--- src/rtl/slot_pager_pkg.sv ---
package slot_pager_pkg;

  localparam int WINDOW_BITS = 14;
  localparam int NUM_WINDOWS = 3;

  typedef enum logic [1:0] {
    SRC_NONE = 2'd0,
    SRC_ROM  = 2'd1,
    SRC_RAM  = 2'd2,
    SRC_VOID = 2'd3
  } src_t;

  function automatic int unsigned bank_need(input int unsigned rom_bytes);
    return (rom_bytes + (1 << WINDOW_BITS) - 1) >> WINDOW_BITS;
  endfunction

endpackage

--- src/rtl/slot_pager_pages.sv ---
module slot_pager_pages
  import slot_pager_pkg::*;
#(
  parameter int ADDR_W    = 16,
  parameter int DATA_W    = 8,
  parameter int BANK_W    = 3,
  parameter int BANK_MASK = 7
) (
  input  logic                                clk,
  input  logic                                rst,
  input  logic                                wr_en,
  input  logic [ADDR_W-1:0]                   addr,
  input  logic [DATA_W-1:0]                   wdata,
  output logic [NUM_WINDOWS-1:0][BANK_W-1:0]  bank_q
);

  localparam logic [ADDR_W-3:0] PAGE_TOP = '1;

  logic page_zone;
  assign page_zone = (addr[ADDR_W-1:2] == PAGE_TOP);

  for (genvar w = 0; w < NUM_WINDOWS; w++) begin : g_win
    localparam logic [BANK_W-1:0] RST_BANK = BANK_W'(w & BANK_MASK);
    logic hit;
    assign hit = wr_en && page_zone && (addr[1:0] == 2'(w));

    always_ff @(posedge clk) begin
      if (rst) begin
        bank_q[w] <= RST_BANK;
      end else if (hit) begin
        bank_q[w] <= wdata[BANK_W-1:0] & BANK_W'(BANK_MASK);
      end
    end

    // first cycle out of reset shows the default bank
    assert_reset_map_R8: assert property (@(posedge clk) disable iff (rst)
      $past(rst) |-> bank_q[w] == RST_BANK);
  end

  // banks move only on a write into the paging bytes
  assert_bank_hold_R4: assert property (@(posedge clk) disable iff (rst)
    !(wr_en && page_zone) |=> $stable(bank_q));

endmodule

--- src/rtl/slot_pager_decode.sv ---
module slot_pager_decode
  import slot_pager_pkg::*;
#(
  parameter int ADDR_W    = 16,
  parameter int BANK_W    = 3,
  parameter int PHYS_W    = 17,
  parameter int RAM_AW    = 13,
  parameter int ROM_BYTES = 131072
) (
  input  logic [ADDR_W-1:0]                   addr,
  input  logic                                rd,
  input  logic                                wr,
  input  logic [NUM_WINDOWS-1:0][BANK_W-1:0]  bank_q,
  output src_t                                rd_src,
  output logic [PHYS_W-1:0]                   phys,
  output logic                                ram_we,
  output logic [RAM_AW-1:0]                   ram_a
);

  logic [1:0]        window;
  logic              in_ram;
  logic [BANK_W-1:0] bank_sel;
  logic              present;
  logic              rd_eff;

  assign window = addr[ADDR_W-1:ADDR_W-2];
  assign in_ram = (window == 2'd3);
  assign rd_eff = rd && !wr;
  assign ram_a  = addr[RAM_AW-1:0];

  always_comb begin
    bank_sel = '0;
    for (int w = 0; w < NUM_WINDOWS; w++) begin
      if (window == 2'(w)) bank_sel = bank_q[w];
    end
  end

  assign phys    = {bank_sel, addr[WINDOW_BITS-1:0]};
  assign present = (32'(phys) < 32'(ROM_BYTES));
  assign ram_we  = wr && in_ram;

  always_comb begin
    if (!rd_eff)      rd_src = SRC_NONE;
    else if (in_ram)  rd_src = SRC_RAM;
    else if (present) rd_src = SRC_ROM;
    else              rd_src = SRC_VOID;
  end

endmodule

--- src/rtl/slot_pager_return.sv ---
module slot_pager_return
  import slot_pager_pkg::*;
#(
  parameter int DATA_W = 8
) (
  input  logic              clk,
  input  logic              rst,
  input  src_t              issue_src,
  input  logic [DATA_W-1:0] rom_rdata,
  input  logic [DATA_W-1:0] ram_rdata,
  output logic [DATA_W-1:0] cpu_rdata,
  output logic              cpu_rvalid
);

  src_t stage1, stage2;

  always_ff @(posedge clk) begin
    if (rst) begin
      stage1 <= SRC_NONE;
      stage2 <= SRC_NONE;
    end else begin
      stage1 <= issue_src;
      stage2 <= stage1;
    end
  end

  assign cpu_rvalid = (stage2 != SRC_NONE);

  always_comb begin
    unique case (stage2)
      SRC_ROM: cpu_rdata = rom_rdata;
      SRC_RAM: cpu_rdata = ram_rdata;
      default: cpu_rdata = '1;
    endcase
  end

endmodule

--- src/rtl/slot_pager.sv ---
module slot_pager
  import slot_pager_pkg::*;
#(
  parameter int ROM_BYTES = 131072,
  parameter int ADDR_W    = 16,
  parameter int DATA_W    = 8,
  parameter int RAM_AW    = 13,
  localparam int NEED     = (bank_need(ROM_BYTES) < 1) ? 1 : int'(bank_need(ROM_BYTES)),
  localparam int BANK_CNT = 1 << $clog2(NEED),
  localparam int BANK_W   = (BANK_CNT < 2) ? 1 : $clog2(BANK_CNT),
  localparam int PHYS_W   = BANK_W + WINDOW_BITS
) (
  input  logic              clk,
  input  logic              rst,
  input  logic [ADDR_W-1:0] cpu_addr,
  input  logic              cpu_rd,
  input  logic              cpu_wr,
  input  logic [DATA_W-1:0] cpu_wdata,
  output logic [DATA_W-1:0] cpu_rdata,
  output logic              cpu_rvalid,
  output logic              rom_rd,
  output logic [PHYS_W-1:0] rom_addr,
  input  logic [DATA_W-1:0] rom_rdata,
  output logic              ram_rd,
  output logic              ram_we,
  output logic [RAM_AW-1:0] ram_addr,
  output logic [DATA_W-1:0] ram_wdata,
  input  logic [DATA_W-1:0] ram_rdata
);

  localparam int BANK_MASK = BANK_CNT - 1;

  logic [NUM_WINDOWS-1:0][BANK_W-1:0] bank_q;
  src_t              dec_src;
  logic [PHYS_W-1:0] dec_phys;
  logic              dec_we;
  logic [RAM_AW-1:0] dec_ram_a;

  slot_pager_pages #(
    .ADDR_W(ADDR_W), .DATA_W(DATA_W), .BANK_W(BANK_W), .BANK_MASK(BANK_MASK)
  ) u_pages (
    .clk(clk), .rst(rst), .wr_en(cpu_wr), .addr(cpu_addr),
    .wdata(cpu_wdata), .bank_q(bank_q)
  );

  slot_pager_decode #(
    .ADDR_W(ADDR_W), .BANK_W(BANK_W), .PHYS_W(PHYS_W),
    .RAM_AW(RAM_AW), .ROM_BYTES(ROM_BYTES)
  ) u_dec (
    .addr(cpu_addr), .rd(cpu_rd), .wr(cpu_wr), .bank_q(bank_q),
    .rd_src(dec_src), .phys(dec_phys), .ram_we(dec_we), .ram_a(dec_ram_a)
  );

  slot_pager_return #(.DATA_W(DATA_W)) u_ret (
    .clk(clk), .rst(rst), .issue_src(dec_src),
    .rom_rdata(rom_rdata), .ram_rdata(ram_rdata),
    .cpu_rdata(cpu_rdata), .cpu_rvalid(cpu_rvalid)
  );

  always_ff @(posedge clk) begin
    if (rst) begin
      rom_rd    <= 1'b0;
      ram_rd    <= 1'b0;
      ram_we    <= 1'b0;
      rom_addr  <= '0;
      ram_addr  <= '0;
      ram_wdata <= '0;
    end else begin
      rom_rd    <= (dec_src == SRC_ROM);
      ram_rd    <= (dec_src == SRC_RAM);
      ram_we    <= dec_we;
      rom_addr  <= dec_phys;
      ram_addr  <= dec_ram_a;
      ram_wdata <= cpu_wdata;
    end
  end

  // never both memories in one cycle
  assert_one_target_R2: assert property (@(posedge clk) disable iff (rst)
    !(rom_rd && (ram_rd || ram_we)));

  // the ROM is never addressed past its end
  assert_rom_in_range_R7: assert property (@(posedge clk) disable iff (rst)
    rom_rd |-> 32'(rom_addr) < 32'(ROM_BYTES));

  // a write into the top quarter lands in RAM with the mirrored address
  assert_ram_write_R3: assert property (@(posedge clk) disable iff (rst)
    (cpu_wr && cpu_addr[ADDR_W-1:ADDR_W-2] == 2'd3) |=>
      (ram_we && ram_addr == $past(cpu_addr[RAM_AW-1:0])));

  // a write never touches the ROM
  assert_wr_no_rom_R4: assert property (@(posedge clk) disable iff (rst)
    cpu_wr |=> !rom_rd);

  // a ROM strobe is followed by returned data
  assert_rom_return_R9: assert property (@(posedge clk) disable iff (rst)
    rom_rd |=> cpu_rvalid);

  // data without a preceding memory strobe is the fill byte
  assert_void_fill_R7: assert property (@(posedge clk) disable iff (rst)
    (cpu_rvalid && !$past(rom_rd) && !$past(ram_rd)) |-> cpu_rdata == '1);

endmodule

--- config.mk ---
export PLATFORM = sky130hd
export DESIGN_NAME = slot_pager
export DESIGN_NICKNAME = d
export VERILOG_FILES = /design/src/rtl/slot_pager_pkg.sv /design/src/rtl/slot_pager_pages.sv /design/src/rtl/slot_pager_decode.sv /design/src/rtl/slot_pager_return.sv /design/src/rtl/slot_pager.sv
export SDC_FILE = /design/constraint.sdc
export NUM_CORES = 1
export LEC_CHECK = 0
export BUFFER_PORTS_ARGS = -buffer_cell sky130_fd_sc_hd__buf_4
export CAP_MARGIN = 20
export CORE_MARGIN = 2
export CORE_UTILIZATION = 40
export DETAILED_ROUTE_END_ITERATION = 16
export GPL_TIMING_DRIVEN = 1
export PLACE_DENSITY = 0.76
export SLEW_MARGIN = 20
export SYNTH_ARGS = -nofsm -noshare
export SYNTH_HDL_FRONTEND = slang
export SYNTH_SLANG_ARGS = --single-unit
--- constraint.sdc ---
create_clock -name clk -period 1.59 [get_ports clk]
set_input_delay 0.3975 -clock clk [delete_from_list [all_inputs] [get_ports clk]]
set_output_delay 0.3975 -clock clk [all_outputs]
set_load 0.1 [all_outputs]
# After elaboration in Yosys (flattened, before gate mapping)

Cells that the tools add are included.

Register bits: 54
Input bits: 44
Output and inout bits: 50
Word-level logic and storage cells: 37

Equality and inequality tests: 10
Mux-type cells: 6
Reductions and logical operators: 10

Operator list:

| kind                 | number |
|---|---|
| $pmux 8 s2           | 1 |
| $eq 14x14->1 const B | 1 |
| $eq 2x2->1 const B   | 5 |
| $mux 3               | 3 |
| $eq 2x1->1 const B   | 4 |
| $logic_and 1x1->1    | 6 |
| $logic_not 2->1      | 2 |
| $mux 2               | 2 |
| $reduce_bool 2->1    | 1 |
| $logic_not 1->1      | 1 |

# Longest topological paths before layout

Depth after elaboration: 4
Gate-level depth with buffers: 5
Mapped depth without buffers: 4

# Hierarchy

From an unflattened synthesis, not the netlist that was laid out.

Cells, all modules: 209
Area, all modules: 2134.5 um^2

Modules (own cells, without submodules):

| module            | instances | cells each | area each (um^2) | seq. area each (um^2) |
|---|---|---|---|---|
| slot_pager        | 1         | 86         | 1106.1           | 820.8 |
| slot_pager_pages  | 1         | 50         | 411.6            | 180.2 |
| slot_pager_decode | 1         | 40         | 310.3            | 0.0 |
| slot_pager_return | 1         | 33         | 306.5            | 80.1 |

# Least setup slack after synthesis

No wires, ideal clock.

Path kind: register -> output
Start: register u_ret.stage2[0]
End: output cpu_rdata[5]
Data arrival time: 1.491 ns
Required time: 1.192 ns
Path slack: -0.299 ns
Cell stages (with the launch flop): 6
Path buffers: 1
Cell sequence: dfxtp_1 inv_1 ha_1 clkbuf_1 a22oi_1 nand2_1

Longest elaborated chain between the ends: 2
Elaborated cells on any way between the ends: 3
Those cells by class: eq/ne: 2; mux: 1

Ends and longest elaborated chain:

| element                                         | line                    | source |
|---|---|---|
| start: declaration                              | slot_pager_return.sv:15 | `src_t stage1, stage2;` |
| start signal: assignment                        | slot_pager_return.sv:23 | `stage2 <= stage1;` |
| $eq 2x2->1 / $eq 2x1->1 (equally long branches) | slot_pager_return.sv:30 | `unique case (stage2)` |
| $pmux 8 s2 *                                    | slot_pager_return.sv:30 |  |
| end: declaration                                | slot_pager.sv:19        | `output logic [DATA_W-1:0] cpu_rdata,` |

Every way passes the cells marked *; elsewhere a longest branch is shown, timed or not.

# Final worst setup path

Start: register u_ret.stage2[1]
End: output cpu_rdata[7]

Same word-level chain as after synthesis.

==> impl_metrics.ini <==
[detailed_routing]
drt_iter0_drc = 23
wl_per_cell_um = 13.7
routed_wirelength_mm = 3.97
vias = 1332
firstDrtPassIters = 3
drcViolationCount = 0
ant_nets = 0
viasPerCell = 4.59

[yosys]
synth_area_um2 = 1510
syn_inst = 158
synth_area_leader_cell = dfxtp_1
synth.area.top_cells = dfxtp_1 52%, nor2b_1 9.1%, buf_4 7.0%, mux2i_1 5.3%, nand2_1 4.5%
synth_edf_count = 0
synth_ff_type = dfxtp_1
synth_simple_gate_area_share_pct = 21.3
syn-num-nets = 205
synthAdderAreaFrac_pct = 2.49
synth_seq_cells = 39
synth_most_common_cell = dfxtp_1
synth.distinct_cells = 22
synthMuxAreaShare_pct = 5.31
synth_compound_area_share_pct = 8.63
ys_seq_area_share_pct = 51.8
yosysWarnings = 0
synth_xor_area_share_pct = 0
async_flop_share_pct = 0
synthTopCellsByCount = 39 x dfxtp_1, 22 x nor2b_1, 18 x nand2_1, 14 x buf_4, 9 x nor2_1
synth_top_family_by_area = simple AND/OR/NAND/NOR gates
syn_avg_cell_area_um2 = 9.54
yosysTopAreaCellShare_pct = 51.8

[placed_design]
portBuffers = 93
dp_hpwl_mm = 2.99
pre_cts_ws_ps = -125
placedCellCount = 283
gp_congestion = 0.806

[layout]
drive_gt1_share_pct = 59.1
final_core_util_pct = 69.9
antenna_cells = 0
finalNonFillerCells = 290
nets = 290
area_growth_pct = 68.4

[floorplan]
die_area_um2 = 4280
io_pins = 94
start_util_pct = 41.5
core-area_um2 = 3630
fp.dieH_um = 65.4
fp.dieW_um = 65.4
row_count = 22

[global_route]
antenna_found_initial = 0
grt_pass1_wl_mm = 6.16
grt.met1_usage_pct = 19.1
grt_pass1_vias = 1344
met2_usage_pct = 37.6
grt_max_degree = 26
use_met3_pct = 5.99
grt-ovfl-total = 0
top_usage_layer = met2
track_usage_pct = 19.2

[clock_network]
hold_buffers = 0
clk_latency_ps = 280
cts.path.max_buffers = 2
cts_tree = built
cts.clk_slew.worst_paths_ps = 60
htreeDepth = 2
cts_buffers = 5
cts_root_buf = clkbuf_8
clock-sinks = 39

[hold_path]
hold_start = cpu_wdata[7]
holdPathStages = 2
hp-class = in -> reg
min_to = ram_wdata[7]

[flow_run]
drv_cap = 0

[setup_path]
endpoint_kind = primary output
r2r_start = u_pages.bank_q[4]
r2r_slack_ps = 810
worst_ep_required_time_ps = 1190
crit_type = reg -> out
cp.arrival_ps = 1420
crit_path_max_fanout = 8
worst_r2r_path_depth = 4
r2r_end = rom_addr[15]
start_kind = flip-flop

[timing]
max_clock_freq_mhz = 551
fin_skew_ps = 5.17
finalHoldViolations = 0
min_period_ps = 1820
relSlewSlack_pct = 79.8
finalSetupViolCount = 8
rsz0062_at_grt = true
fin_crit_sh_pct = 114
fin_ws_ps = -226
worstMarginPinSlew_ps = 302
slew_violations = 0

[run_status]
violations = negative setup slack
status = finished with violations

[pwr]
peakVddDrop_mv = 0.646
power_density_nw_per_um2 = 927
leakage_nw = 1.17
-- area by class of cell --
class,instances,area [µm²]
fill,287,1090
timing repair buffer,98,856
sequential,39,802
multi-input combinational,91,716
clock buffer,6,72.6
tap,48,60.1
inverter,8,32.5
-- worst max path at each step --
stage	startpoint	end
floorplan	u_ret.stage2[0]	cpu_rdata[0]
global placement	u_ret.stage2[1]	cpu_rdata[2]
detailed placement	u_ret.stage2[1]	cpu_rdata[1]
CTS	u_ret.stage2[1]	cpu_rdata[7]
global route	u_ret.stage2[1]	cpu_rdata[7]
finish	u_ret.stage2[1]	cpu_rdata[7]
-- cell families (layout without fill, tap and decap cells) --
family,Yosys count,count (layout)
compound gates,20,20
simple gates,60,60
flops,39,39
mux,8,8
buf+inv,28,112
fa+ha+maj,3,3
-- routing by layer --
layer	vias up	share of wire, %
met5	-	0
met4	0	1.1
met3	5	7.2
met2	52	57
met1	606	35
li1	669	-
-- cell usage in the layout, fill, tap and decap left out --
cell type  count
nor2b_1       22
a22oi_2        8
o21ai_1        4
buf_12         9
nand2_1       10
nand3b_1       3
inv_4          1
inv_1          4
nor2_1         9
nand2_8        1
nor4_2         1
dfxtp_2       14
dfxtp_1       24
o211ai_1       3
buf_4         87
clkbuf_1       1
nand4_1        3
a21o_1         1
or4_4          1
mux2i_1        8
dfxtp_4        1
inv_2          3
buf_6          2
nand2b_1       2
ha_4           3
nand3_1        1
a21oi_1        4
clkbuf_8       5
nand2_4        7
-- power by group --
group / internal [mW] / total, mW / switching, mW
Sequential: 1.01 / 1.03 / 0.0156
Combinational: 0.200 / 0.737 / 0.537
Clock: 0.292 / 0.588 / 0.296
Total: 1.51 / 2.35 / 0.848
-- sequential cells by signal, indices dropped and copies added, names as in the netlist --
| register | cells |
|---|---|
| u_pages.bank_q | 9 |
| u_ret.stage2 | 2 |
| u_ret.stage1 | 1 |
| ram_we | 1 |
| ram_wdata | 8 |
| rom_rd | 1 |
| rom_addr | 17 |
-- timing repair --
item                       in CTS  in global routing
setup buffers                   1                  0
gates resized for setup        41                  3
pin swaps                       3                  8
setup endpoints to repair       9                  8
-- worst max-delay path: stages (launching register included) --
cell	delay (ps)
dfxtp_2	340
inv_2	60
ha_4	200
a22oi_2	290
nand2_8	70
buf_12	170
-- per-stage QoR --
| stage | hold WS [ps] | total power, mW | TNS [ps] | instance area, µm² |
|---|---|---|---|---|
| after detailed placement | 450 | 1.76 | -721 | 2270 |
| final | 327 | 2.35 | -1450 | 2540 |
| after floorplan | 426 | 1.58 | -299 | 1600 |
| after global routing | 326 | 2.45 | -1810 | 2540 |
| after global placement | 444 | 1.75 | -336 | 2270 |
| after CTS | 323 | 2.37 | -1560 | 2530 |
No activity file was read; power rests on OpenSTA's default activity.
